$ cat config.mk
export PLATFORM = sky130hd
export DESIGN_NAME = step_burst_gen
export DESIGN_NICKNAME = d
export VERILOG_FILES = /design/src/rtl/step_burst_pkg.sv /design/src/rtl/ctrl_shadow.sv /design/src/rtl/tick_div.sv /design/src/rtl/pulse_seq.sv /design/src/rtl/step_burst_gen.sv
export SDC_FILE = /design/constraint.sdc
export NUM_CORES = 1
export LEC_CHECK = 0
export ABC_AREA = 1
export CAP_MARGIN = 20
export CORE_ASPECT_RATIO = 1.75
export CORE_MARGIN = 3
export CORE_UTILIZATION = 52
export DETAILED_ROUTE_END_ITERATION = 7
export PLACE_DENSITY_LB_ADDON = 0.1
export RECOVER_POWER = 100
export SLEW_MARGIN = 10
export SYNTH_ARGS = -nofsm -noshare
export SYNTH_HDL_FRONTEND = slang
export SYNTH_SLANG_ARGS = --single-unit
$ cat constraint.sdc
create_clock -name clk -period 1.9 [get_ports clk]
set_input_delay 0.19 -clock clk [delete_from_list [all_inputs] [get_ports clk]]
set_output_delay 0.19 -clock clk [all_outputs]
set_load 0.005 [all_outputs]
$ cat src/rtl/step_burst_pkg.sv
package step_burst_pkg;

    localparam int CODE_W   = 6;
    localparam int GRAIN_SH = 2;
    localparam int CNT_W    = CODE_W + GRAIN_SH;

    typedef struct packed {
        logic              rev;
        logic              drive;
        logic [CODE_W-1:0] code;
    } step_ctrl_t;

    typedef struct packed {
        logic rev;
        logic drive;
    } step_mode_t;

    typedef enum logic {
        PH_LOW  = 1'b0,
        PH_HIGH = 1'b1
    } step_phase_t;

    function automatic step_ctrl_t unpack_ctrl(input logic [7:0] b);
        step_ctrl_t c;
        c.rev   = b[7];
        c.drive = b[6];
        c.code  = b[CODE_W-1:0];
        return c;
    endfunction

    function automatic logic [CNT_W-1:0] code_to_pulses(input logic [CODE_W-1:0] c);
        return {c, {GRAIN_SH{1'b0}}};
    endfunction

endpackage

$ cat src/rtl/ctrl_shadow.sv
module ctrl_shadow
    import step_burst_pkg::*;
(
    input  logic              clk,
    input  logic              rst,
    input  logic              ctrl_wr,
    input  logic [7:0]        ctrl_byte,
    input  logic              period_start,
    output logic [CODE_W-1:0] load_code,
    output logic              dir_q,
    output logic              en_q
);

    step_ctrl_t pend;
    step_mode_t act;

    always_ff @(posedge clk) begin
        if (rst) begin
            pend <= '0;
        end else if (ctrl_wr) begin
            pend <= unpack_ctrl(ctrl_byte);
        end
    end

    always_ff @(posedge clk) begin
        if (rst) begin
            act <= '0;
        end else if (period_start) begin
            act.rev   <= pend.rev;
            act.drive <= pend.drive;
        end
    end

    assign load_code = pend.code;
    assign dir_q     = act.rev;
    assign en_q      = act.drive;


    mode_hold_chk: assert property (@(posedge clk) disable iff (rst)
        !period_start |=> $stable(act));


    mode_take_chk: assert property (@(posedge clk) disable iff (rst)
        period_start |=> (act.rev == $past(pend.rev) && act.drive == $past(pend.drive)));

endmodule

$ cat src/rtl/tick_div.sv
module tick_div #(
    parameter int DIV_W = 8
) (
    input  logic             clk,
    input  logic             rst,
    input  logic             restart,
    input  logic [DIV_W-1:0] div_sel,
    output logic             tick
);

    logic [DIV_W-1:0] div_cnt;

    assign tick = (div_cnt >= div_sel);

    always_ff @(posedge clk) begin
        if (rst || restart) begin
            div_cnt <= '0;
        end else if (tick) begin
            div_cnt <= '0;
        end else begin
            div_cnt <= div_cnt + 1'b1;
        end
    end


    div_step_chk: assert property (@(posedge clk) disable iff (rst)
        (!restart && !tick) |=> (div_cnt == $past(div_cnt) + 1'b1));


    div_wrap_chk: assert property (@(posedge clk) disable iff (rst)
        (restart || tick) |=> (div_cnt == '0));

endmodule

$ cat src/rtl/pulse_seq.sv
module pulse_seq
    import step_burst_pkg::*;
(
    input  logic             clk,
    input  logic             rst,
    input  logic             period_start,
    input  logic [CNT_W-1:0] load_cnt,
    input  logic             tick,
    input  logic             inhibit,
    output logic             step_out
);

    logic [CNT_W-1:0] remaining;
    step_phase_t      phase;

    always_ff @(posedge clk) begin
        if (rst) begin
            remaining <= '0;
            phase     <= PH_LOW;
        end else if (period_start) begin
            remaining <= load_cnt;
            phase     <= PH_LOW;
        end else if (tick) begin
            if (phase == PH_HIGH) begin
                phase <= PH_LOW;
            end else if (remaining != '0 && !inhibit) begin
                phase     <= PH_HIGH;
                remaining <= remaining - 1'b1;
            end
        end
    end

    assign step_out = (phase == PH_HIGH);


    rise_needs_count_chk: assert property (@(posedge clk) disable iff (rst)
        $rose(step_out) |-> ($past(remaining) != '0));


    no_rise_inhibit_chk: assert property (@(posedge clk) disable iff (rst)
        $rose(step_out) |-> !$past(inhibit));


    reload_chk: assert property (@(posedge clk) disable iff (rst)
        period_start |=> (!step_out && remaining == $past(load_cnt)));


    idle_low_chk: assert property (@(posedge clk) disable iff (rst)
        (remaining == '0 && !step_out && !period_start) |=> !step_out);

endmodule

$ cat src/rtl/step_burst_gen.sv
module step_burst_gen
    import step_burst_pkg::*;
#(
    parameter int DIV_W = 8
) (
    input  logic             clk,
    input  logic             rst,
    input  logic             ctrl_wr,
    input  logic [7:0]       ctrl_byte,
    input  logic             period_start,
    input  logic             inhibit,
    input  logic [DIV_W-1:0] div_sel,
    output logic             step_out,
    output logic             dir_out,
    output logic             drive_en
);

    logic [CODE_W-1:0] load_code;
    logic              tick;

    ctrl_shadow u_shadow (
        .clk          (clk),
        .rst          (rst),
        .ctrl_wr      (ctrl_wr),
        .ctrl_byte    (ctrl_byte),
        .period_start (period_start),
        .load_code    (load_code),
        .dir_q        (dir_out),
        .en_q         (drive_en)
    );

    tick_div #(.DIV_W(DIV_W)) u_div (
        .clk     (clk),
        .rst     (rst),
        .restart (period_start),
        .div_sel (div_sel),
        .tick    (tick)
    );

    pulse_seq u_seq (
        .clk          (clk),
        .rst          (rst),
        .period_start (period_start),
        .load_cnt     (code_to_pulses(load_code)),
        .tick         (tick),
        .inhibit      (inhibit),
        .step_out     (step_out)
    );


    reset_quiet_chk: assert property (@(posedge clk)
        rst |=> (!step_out && !dir_out && !drive_en));

endmodule

[Word-level counts from Yosys, hierarchy flattened]
Cells that the tools add are included.
Storage, ports and cells
  flip-flop bits (word level): 27
  bits of input ports: 21
  output and inout bits: 3
Operators by class
  add/sub/neg operators: 2
  order comparisons: 1
  equal/unequal tests: 1
  multiplexer cells: 6
  bitwise gates (word level): 1
  reductions and logical operators: 10
Operators with widths (number)
  2-to-1 mux 8 bit: 4
  adder 8 x 1 -> 8 bit, second input constant: 1
  >= comparator 8 bit: 1
  nonzero test 8 bit: 1
  subtractor 8 x 1 -> 8 bit, second input constant: 1
  AND reduction 3 bit: 2
  nonzero test 2 bit: 2
  OR reduction 2 bit: 2
  2-to-1 mux 1 bit: 2
  inequality test 2 bit, second input constant: 1
  logical AND 1 bit: 1
  zero test 1 bit: 1
  logical OR 1 bit: 1
  inverter 1 bit: 1

[Longest topological paths before layout]
Gate-level depths: netlist (run 1).
  depth after elaboration: 6
  depth in mapped cells: 14

[Cells and area by module]
From an unflattened synthesis (run 1), not the netlist that was laid out.
Second synthesis, totals
  cells, all modules: 256
  area total of the unflattened synthesis: 1704.1 um2
Modules (own cells, without submodules)
  pulse_seq: instances 1, cells each 111, area an instance 650.6 um2, seq. area each 180.2 um2
  tick_div: instances 1, cells each 75, area an instance 579.3 um2, seq. area each 160.2 um2
  ctrl_shadow: instances 1, cells each 69, area an instance 470.5 um2, seq. area each 200.2 um2
  step_burst_gen: instances 1, cells each 1, area an instance 3.8 um2, seq. area each 0.0 um2

[Worst setup path after synthesis (run 1)]
No wires, ideal clock.
  path kind: register to register
  start: reg u_div.div_cnt[0]
  end: reg u_seq.remaining[4]
  data arrival time: 1.352 ns
  required time: 1.787 ns
  path slack: 0.435 ns
  cell stages (with the launch flop): 14
  period minus slack after synthesis: 1.465 ns
  cell sequence: dfxtp_1 -> inv_1 -> ha_1 -> nand2_1 -> nor2_1 -> nor2_1 -> nand2_1 -> nand2_1 -> nand2_2 -> nand2_4 -> nand2_4 -> nand3_1 -> nand2_1 -> nor2_1
Between the ends
  word-level cells in the longest chain between the ends: 3
RTL lines
  start: declaration: RTL line tick_div.sv:11  | logic [DIV_W-1:0] div_cnt;
  start signal: assignment: RTL line tick_div.sv:21  | div_cnt <= div_cnt + 1'b1;
  >= comparator 8 bit: RTL line tick_div.sv:13  | assign tick = (div_cnt >= div_sel);
  nonzero test 2 bit (no source line)
  AND reduction 3 bit (no source line)
  end signal: assignment: RTL line pulse_seq.sv:21  | remaining <= load_cnt;
  end signal: assignment: RTL line pulse_seq.sv:28  | remaining <= remaining - 1'b1;
  end: declaration: RTL line pulse_seq.sv:13  | logic [CNT_W-1:0] remaining;
Every way passes these cells.
A chain may end at the register's enable or synchronous reset.

[Worst setup path in the final report (run 1)]
  start: in div_sel[3]
  end: reg u_seq.remaining[2]
Between the ends
  word-level cells in the longest chain between the ends: 3
RTL lines
  start: declaration: RTL line step_burst_gen.sv:12  | input logic [DIV_W-1:0] div_sel,
  >= comparator 8 bit: RTL line tick_div.sv:13
  nonzero test 2 bit (no source line)
  AND reduction 3 bit (no source line)
Every way passes these cells.

==> results of run 1 <==
## power by group through the flow
stage                     Combinational, mW  Sequential (mW)  Clock (mW)
after floorplan                       0.126            0.617           0
after global placement                0.190            0.621           0
after detailed placement              0.199            0.622           0
after CTS                             0.201            0.608       0.327
after global routing                  0.221            0.611       0.344
final                                 0.196            0.608       0.321
## logic make-up (layout without fill, tap and decap cells)
kind of cell / after synthesis / after routing / synth area share, %
AND/OR/NAND/NOR: 109 / 109 / 32.23
flip-flops: 27 / 27 / 36.64
AO/OA/AOI/OAI: 25 / 25 / 10.01
buffers and inverters: 30 / 57 / 9.076
XOR/XNOR: 6 / 6 / 3.563
adder cells (fa/ha/maj): 10 / 10 / 8.482
## flip-flops by register name, indices dropped and copies added (netlist names)
register and cells:
u_shadow.pend 2, u_seq.remaining 8, u_shadow.en_q 1, u_seq.step_out 1, u_shadow.dir_q 1, u_shadow.load_code 6
u_div.div_cnt 8
## worst min-delay path by stage
stage	startpoint	endpoint	slack [ns]	cells after the start
6_report	u_div.div_cnt[0]	u_div.div_cnt[0]	0.47	1
5_1_grt	u_div.div_cnt[0]	u_div.div_cnt[0]	0.49	1
4_1_cts	u_div.div_cnt[0]	u_div.div_cnt[0]	0.48	1
3_5_place_dp	u_div.div_cnt[0]	u_div.div_cnt[0]	0.46	1
3_3_place_gp	u_div.div_cnt[0]	u_div.div_cnt[0]	0.45	1
2_1_floorplan	rst	u_seq.remaining[3]	0.26	1
## final cells by class
cell class | count | area, µm²
clock buffer | 4 | 45.04
fill | 272 | 954.7
inverter | 27 | 101.3
multi-input combinational | 150 | 800.8
sequential | 27 | 540.5
tap | 27 | 33.78
timing repair buffer | 26 | 245.2
## synth_stat cells (all sizes together)
library cell,n
inv,27
a21boi,1
o21ai,13
nand2,41
buf,1
ha,10
nor3b,1
nand4,1
nor3,1
a31oi,2
xnor2,3
nand3,17
o21a,1
clkbuf,2
a21oi,8
nor2,45
xor2,3
or2,3
dfxtp,27
## metal layers
metal  vias up  wire [µm]  GRT usage (%)
li1        708          -              -
met1       626       1081          15.73
met2        33       1832          38.40
met3        12        104          2.128
met4         0         80          6.838
met5         -          0              0
## stage by stage
| stage | worst slack [ns] | instance area, µm² |
|---|---|---|
| 6_report | 0.1687 | 1767 |
| 5_1_grt | 0.02695 | 1767 |
| 4_1_cts | 0.1653 | 1774 |
| 3_5_place_dp | -0.1210 | 1729 |
| 3_3_place_gp | -0.01276 | 1729 |
| 2_1_floorplan | 0.4354 | 1475 |
==> impl_metrics.env, run 1 <==
export IMPL_outcome="completed"
export IMPL_cts_clk_slew_worst_paths_ns=0.09
export IMPL_worstSetupPathDepth=14
export IMPL_max_freq_ghz=0.5776
export IMPL_finalSetupViolations=0
export IMPL_power_density_nw_per_um2=637.0
export IMPL_worst_slew_pin_transition_ns=0.3776
export IMPL_antenna_left=0
export IMPL_postLayoutCoreUtil_pct=64.92
export IMPL_num_cts_buffers=3
export IMPL_post_cts_setup_buffers=0
export IMPL_net_total_in_the_final_layout=266
export IMPL_layout_drive_gt1_share_pct=5.983
export IMPL_critical_path_max_stage_delay_ns=0.45
export IMPL_area_of_the_core_um2=2721
export IMPL_worst_endpoint_required_ns=2.11
export IMPL_p_int_uw=833.7
export IMPL_die_x_um=46.26
export IMPL_detail_route_drc_violations=0
export IMPL_ys_top_cells_by_area="dfxtp_1, nor2_1, nand2_1"
export IMPL_post_synthesis_cell_area_um2=1475
export IMPL_path_class="in -> reg"
export IMPL_synth_ff_latch_count=27
export IMPL_initial_utilization_pct=54.21
export IMPL_hold_viol_final=0
export IMPL_period_minus_slack_ns=1.731
export IMPL_grt_pass1_vias=1309
export IMPL_grt_setup_unrepaired="false"
export IMPL_synth_cell_type_count=28
export IMPL_timing_critical_path_cells="clkdlybuf4s50_1 > inv_1 > ha_1 > nand2_1 > nor2_1 > nor2_1 > nand2_1 > nand2_1 > nand2_2 > nand2_4 > nand2_4 > nand3_1 > nand2_1 > nor2_1"
export IMPL_track_usage_pct=18.72
export IMPL_worst_skew_pair_later_pin_latency_ns=0.27
export IMPL_most_common_layout_cells="nor2_1, nand2_1, dfxtp_1"
export IMPL_yosysWarnings=0
export IMPL_dieArea_um2=3537
export IMPL_first_pass_iters=4
export IMPL_power_switching_uw=291.6
export IMPL_clock_tree_root_cell="clkbuf_8"
export IMPL_synth_largest_type_area_fraction_pct=36.64
export IMPL_gp_congestion=0.7982
export IMPL_final_setup_skew_ns=0.003671
export IMPL_finalSetupTns_ns=0
export IMPL_num_io_pins=24
export IMPL_start_kind="primary input"
export IMPL_finalNonFillerCells=261
export IMPL_h_tree_depth=1
export IMPL_relSlewSlack_pct=74.80
export IMPL_synth_net_count=238
export IMPL_switching_share_pct=25.92
export IMPL_drt_first_iter_violations=13
export IMPL_synthToLayoutAreaGrowth_pct=19.76
export IMPL_clkSinkCount=27
export IMPL_final_max_slew_viol_count=0
export IMPL_dp_cells=257
export IMPL_cp_arrival_ns=1.95
export IMPL_n_antenna_cell=0
export IMPL_post_drt_wl_per_cell_um=11.87
export IMPL_timing_critical_path_buf_inv=2
export IMPL_clkPwrFrac_pct=28.6
export IMPL_cp_max_fo=8
export IMPL_vdd_drop_max_mv=0.4991
export IMPL_regToRegSetupSlack_ns=0.19
export IMPL_cts_tree="done"
export IMPL_reg2reg_to="u_seq.remaining[2]"
export IMPL_power_share_combinational_pct=17.4
export IMPL_post_route_wl_um=3098
export IMPL_reg2regPathDepth=13
export IMPL_path_common_cell="nand2_1"
export IMPL_postSynthCellCount=207
export IMPL_cts_hold_repair_buffers=0
export IMPL_power_frac_seq_pct=54.1
export IMPL_post_cts_resize_count=0
export IMPL_layout_commonest_cell="nor2_1"
export IMPL_antenna_found_initial=0
export IMPL_post_synth_cell_area_avg_um2=7.126
export IMPL_grt_first_pass_wirelength_um=5023
export IMPL_core_rowCount=25
export IMPL_vias_per_cell=5.284
export IMPL_critical_path_reg2reg_startpoint="u_div.div_cnt[0]"
export IMPL_timing_critical_path_from="div_sel[3]"
export IMPL_p_leak_nw=0.8284
export IMPL_cts_path_max_buffers=2
export IMPL_routed_via_count=1379
export IMPL_grt_start_max_net_pins=15
export IMPL_hold_path_class="reg -> reg"
export IMPL_netlist_top_cell_by_area="dfxtp_1"
export IMPL_buffer_ports_inserted=23
export IMPL_grt_remaining_overflow=0
export IMPL_cpMaxStageDelayCell="clkdlybuf4s50_1"
export IMPL_die_height_um=76.46
export IMPL_sequential_element_share_of_the_synthesized_area_pct=36.64
export IMPL_timing_critical_path_max_delay_family="simple AND/OR/NAND/NOR gates"
export IMPL_finalPower_mw=1.125
export IMPL_finalHoldWorstSlack_ns=0.4719
export IMPL_crit_end="u_seq.remaining[2]"
export IMPL_max_cap_violations=0
export IMPL_final_period_utilization_pct=91.12
export IMPL_setup_worst_path_end_class="register"
export IMPL_detailedPlacementHpwl_um=2587
Power figures use the tool's default switching activity.
==> run 2: changes to the inputs <==
Settings changed: CORE_ASPECT_RATIO 1.75 to 1.1, SLEW_MARGIN 10 to default.
==> run 2 against run 1 <==
Compared with the run above:
- die area is 0.69% lower
- highest routed layer unchanged
- design area grew 0.50%
- clock skew up 0.0034 ns
- critical path type is now reg -> reg
- global-route usage decreased by 1.4 points
==> impl_metrics.env, run 2 (synthesis results as in run 1) <==
export IMPL_layout_drive_gt1_share_pct=7.173
export IMPL_final_period_utilization_pct=88.75
export IMPL_dieArea_um2=3513
export IMPL_worst_skew_pair_later_pin_latency_ns=0.33
export IMPL_vdd_drop_max_mv=0.5552
export IMPL_grt_pass1_vias=1239
export IMPL_timing_critical_path_max_delay_family="simple AND/OR/NAND/NOR gates"
export IMPL_cts_path_max_buffers=2
export IMPL_worstSetupPathDepth=13
export IMPL_initial_utilization_pct=56.93
export IMPL_multi_input_comb_area_um2=800.8
export IMPL_die_x_um=56.79
export IMPL_cts_clk_slew_worst_paths_ns=0.14
export IMPL_critical_path_reg2reg_startpoint="u_div.div_cnt[0]"
export IMPL_grt_first_pass_wirelength_um=4795
export IMPL_track_usage_pct=17.29
export IMPL_grt_setup_unrepaired="false"
export IMPL_reg2regPathDepth=13
export IMPL_power_density_nw_per_um2=591.5
export IMPL_gp_congestion=0.8030
export IMPL_post_cts_resize_count=0
export IMPL_antenna_found_initial=0
export IMPL_grt_start_max_net_pins=15
export IMPL_area_of_the_core_um2=2591
export IMPL_num_io_pins=24
export IMPL_cp_max_fo=7
export IMPL_timing_critical_path_buf_inv=1
export IMPL_clock_tree_root_cell="clkbuf_4"
export IMPL_hold_viol_final=0
export IMPL_worst_slew_pin_transition_ns=0.3494
export IMPL_worst_endpoint_required_ns=2.18
export IMPL_most_common_layout_cells="nor2_1, nand2_1, dfxtp_1"
export IMPL_postLayoutCoreUtil_pct=68.52
export IMPL_period_minus_slack_ns=1.686
export IMPL_grt_remaining_overflow=0
export IMPL_timing_hold_worst_endpoint="u_shadow.load_code[0]"
export IMPL_core_rowCount=19
export IMPL_cts_hold_repair_buffers=0
export IMPL_final_setup_skew_ns=0.007079
export IMPL_p_leak_nw=0.8343
export IMPL_synthToLayoutAreaGrowth_pct=20.36
export IMPL_finalHoldWorstSlack_ns=0.4380
export IMPL_regToRegSetupSlack_ns=0.21
export IMPL_hold_path_class="in -> reg"
export IMPL_detailedPlacementHpwl_um=2369
export IMPL_min_delay_start="ctrl_byte[0]"
export IMPL_reg2reg_to="u_seq.remaining[2]"
export IMPL_n_antenna_cell=0
export IMPL_routed_via_count=1373
export IMPL_cp_arrival_ns=1.96
export IMPL_antenna_left=0
export IMPL_layout_commonest_cell="nor2_1"
export IMPL_critical_path_max_stage_delay_ns=0.40
export IMPL_finalSetupViolations=0
export IMPL_cpMaxStageDelayCell="dfxtp_1"
export IMPL_timing_critical_path_cells="inv_1 > ha_1 > nand2_1 > nor2_1 > nor2_1 > nand2_1 > nand2_1 > nand2_2 > nand2_4 > nand2_4 > nand3_1 > nand2_1 > nor2_1"
export IMPL_timing_critical_path_from="u_div.div_cnt[0]"
export IMPL_clkSinkCount=27
export IMPL_max_cap_violations=0
export IMPL_h_tree_depth=1
export IMPL_dpl_cell_area_um2=1757
export IMPL_net_total_in_the_final_layout=269
export IMPL_layout_area_seq_um2=540.5
export IMPL_dp_slack_ns=-0.09342
export IMPL_die_height_um=61.86
export IMPL_vias_per_cell=5.123
export IMPL_post_route_wl_um=2903
export IMPL_path_common_cell="nand2_1"
export IMPL_max_freq_ghz=0.5931
export IMPL_finish_instance_area_um2=1775
export IMPL_setup_worst_path_end_class="register"
export IMPL_layout_filler_cells=248
export IMPL_drt_first_iter_violations=37
export IMPL_hold_path_depth=3
export IMPL_post_cts_setup_buffers=0
export IMPL_detail_route_drc_violations=0
export IMPL_path_class="reg -> reg"
export IMPL_layout_setup_ws_ns=0.2138
export IMPL_final_max_slew_viol_count=0
export IMPL_start_kind="register"
export IMPL_num_cts_buffers=3
export IMPL_first_pass_iters=4
export IMPL_post_drt_wl_per_cell_um=10.83
export IMPL_outcome="completed"
export IMPL_cts_tree="done"
export IMPL_relSlewSlack_pct=76.68
export IMPL_buffer_ports_inserted=23
==> run 2: cell types whose count changed in the layout (fill, tap and decap cells not counted) <==
cell             change
clkbuf_4             +4
clkbuf_8             -3
buf_4                +2
clkdlybuf4s50_1      +1
dlygate4sd3_1        -1
==> run 2: worst max path at each step <==
| stage | end | slack (ns) |
|---|---|---|
| 2_1_floorplan | u_seq.remaining[4] | 0.44 |
| 3_3_place_gp | u_seq.remaining[4] | 0.02 |
| 3_5_place_dp | u_seq.remaining[4] | -0.09 |
| 4_1_cts | u_seq.remaining[4] | 0.20 |
| 5_1_grt | u_seq.remaining[4] | 0.05 |
| 6_report | u_seq.remaining[2] | 0.21 |
==> run 2: where the power goes <==
part | total [mW] | internal, mW | switching, mW
Clock | 0.244 | 0.0824 | 0.162
Combinational | 0.198 | 0.0961 | 0.102
Sequential | 0.608 | 0.591 | 0.0172
==> run 2: cell type report <==
type	count	area share, %
Clock buffer	4	1.480
Inverter	27	5.708
Multi-Input combinational cell	150	45.10
Sequential cell	27	30.44
Tap cell	31	2.185
Timing Repair Buffer	29	15.08
==> run 2: stage by stage <==
| stage | TNS [ns] | instances | total power [mW] |
|---|---|---|---|
| 2_1_floorplan | 0 | 207 | 0.7429 |
| 3_3_place_gp | 0 | 264 | 0.8131 |
| 3_5_place_dp | -0.5229 | 264 | 0.8216 |
| 4_1_cts | 0 | 268 | 1.067 |
| 5_1_grt | 0 | 268 | 1.109 |
| 6_report | 0 | 268 | 1.050 |
==> run 2: tightest hold or removal path: stages <==
cell and delay, ns:
clkdlybuf4s50_1 0.39, nor2_1 0.10, nor2_1 0.05
==> run 2: per-layer routing <==
layer / vias up / track usage (%) / wire length (µm)
met2: 29 / 35.48 / 1492
met1: 628 / 17.91 / 1246
met4: 0 / 7.616 / 44
met5: - / 0 / 0
li1: 711 / - / -
met3: 5 / 2.066 / 120
==> run 3: changes to the inputs <==
Settings changed: CTS_CLUSTER_DIAMETER from default to 120.
==> results of run 3 <==
Same layout as run 2: the final DEF is identical, and so are final timing and power.
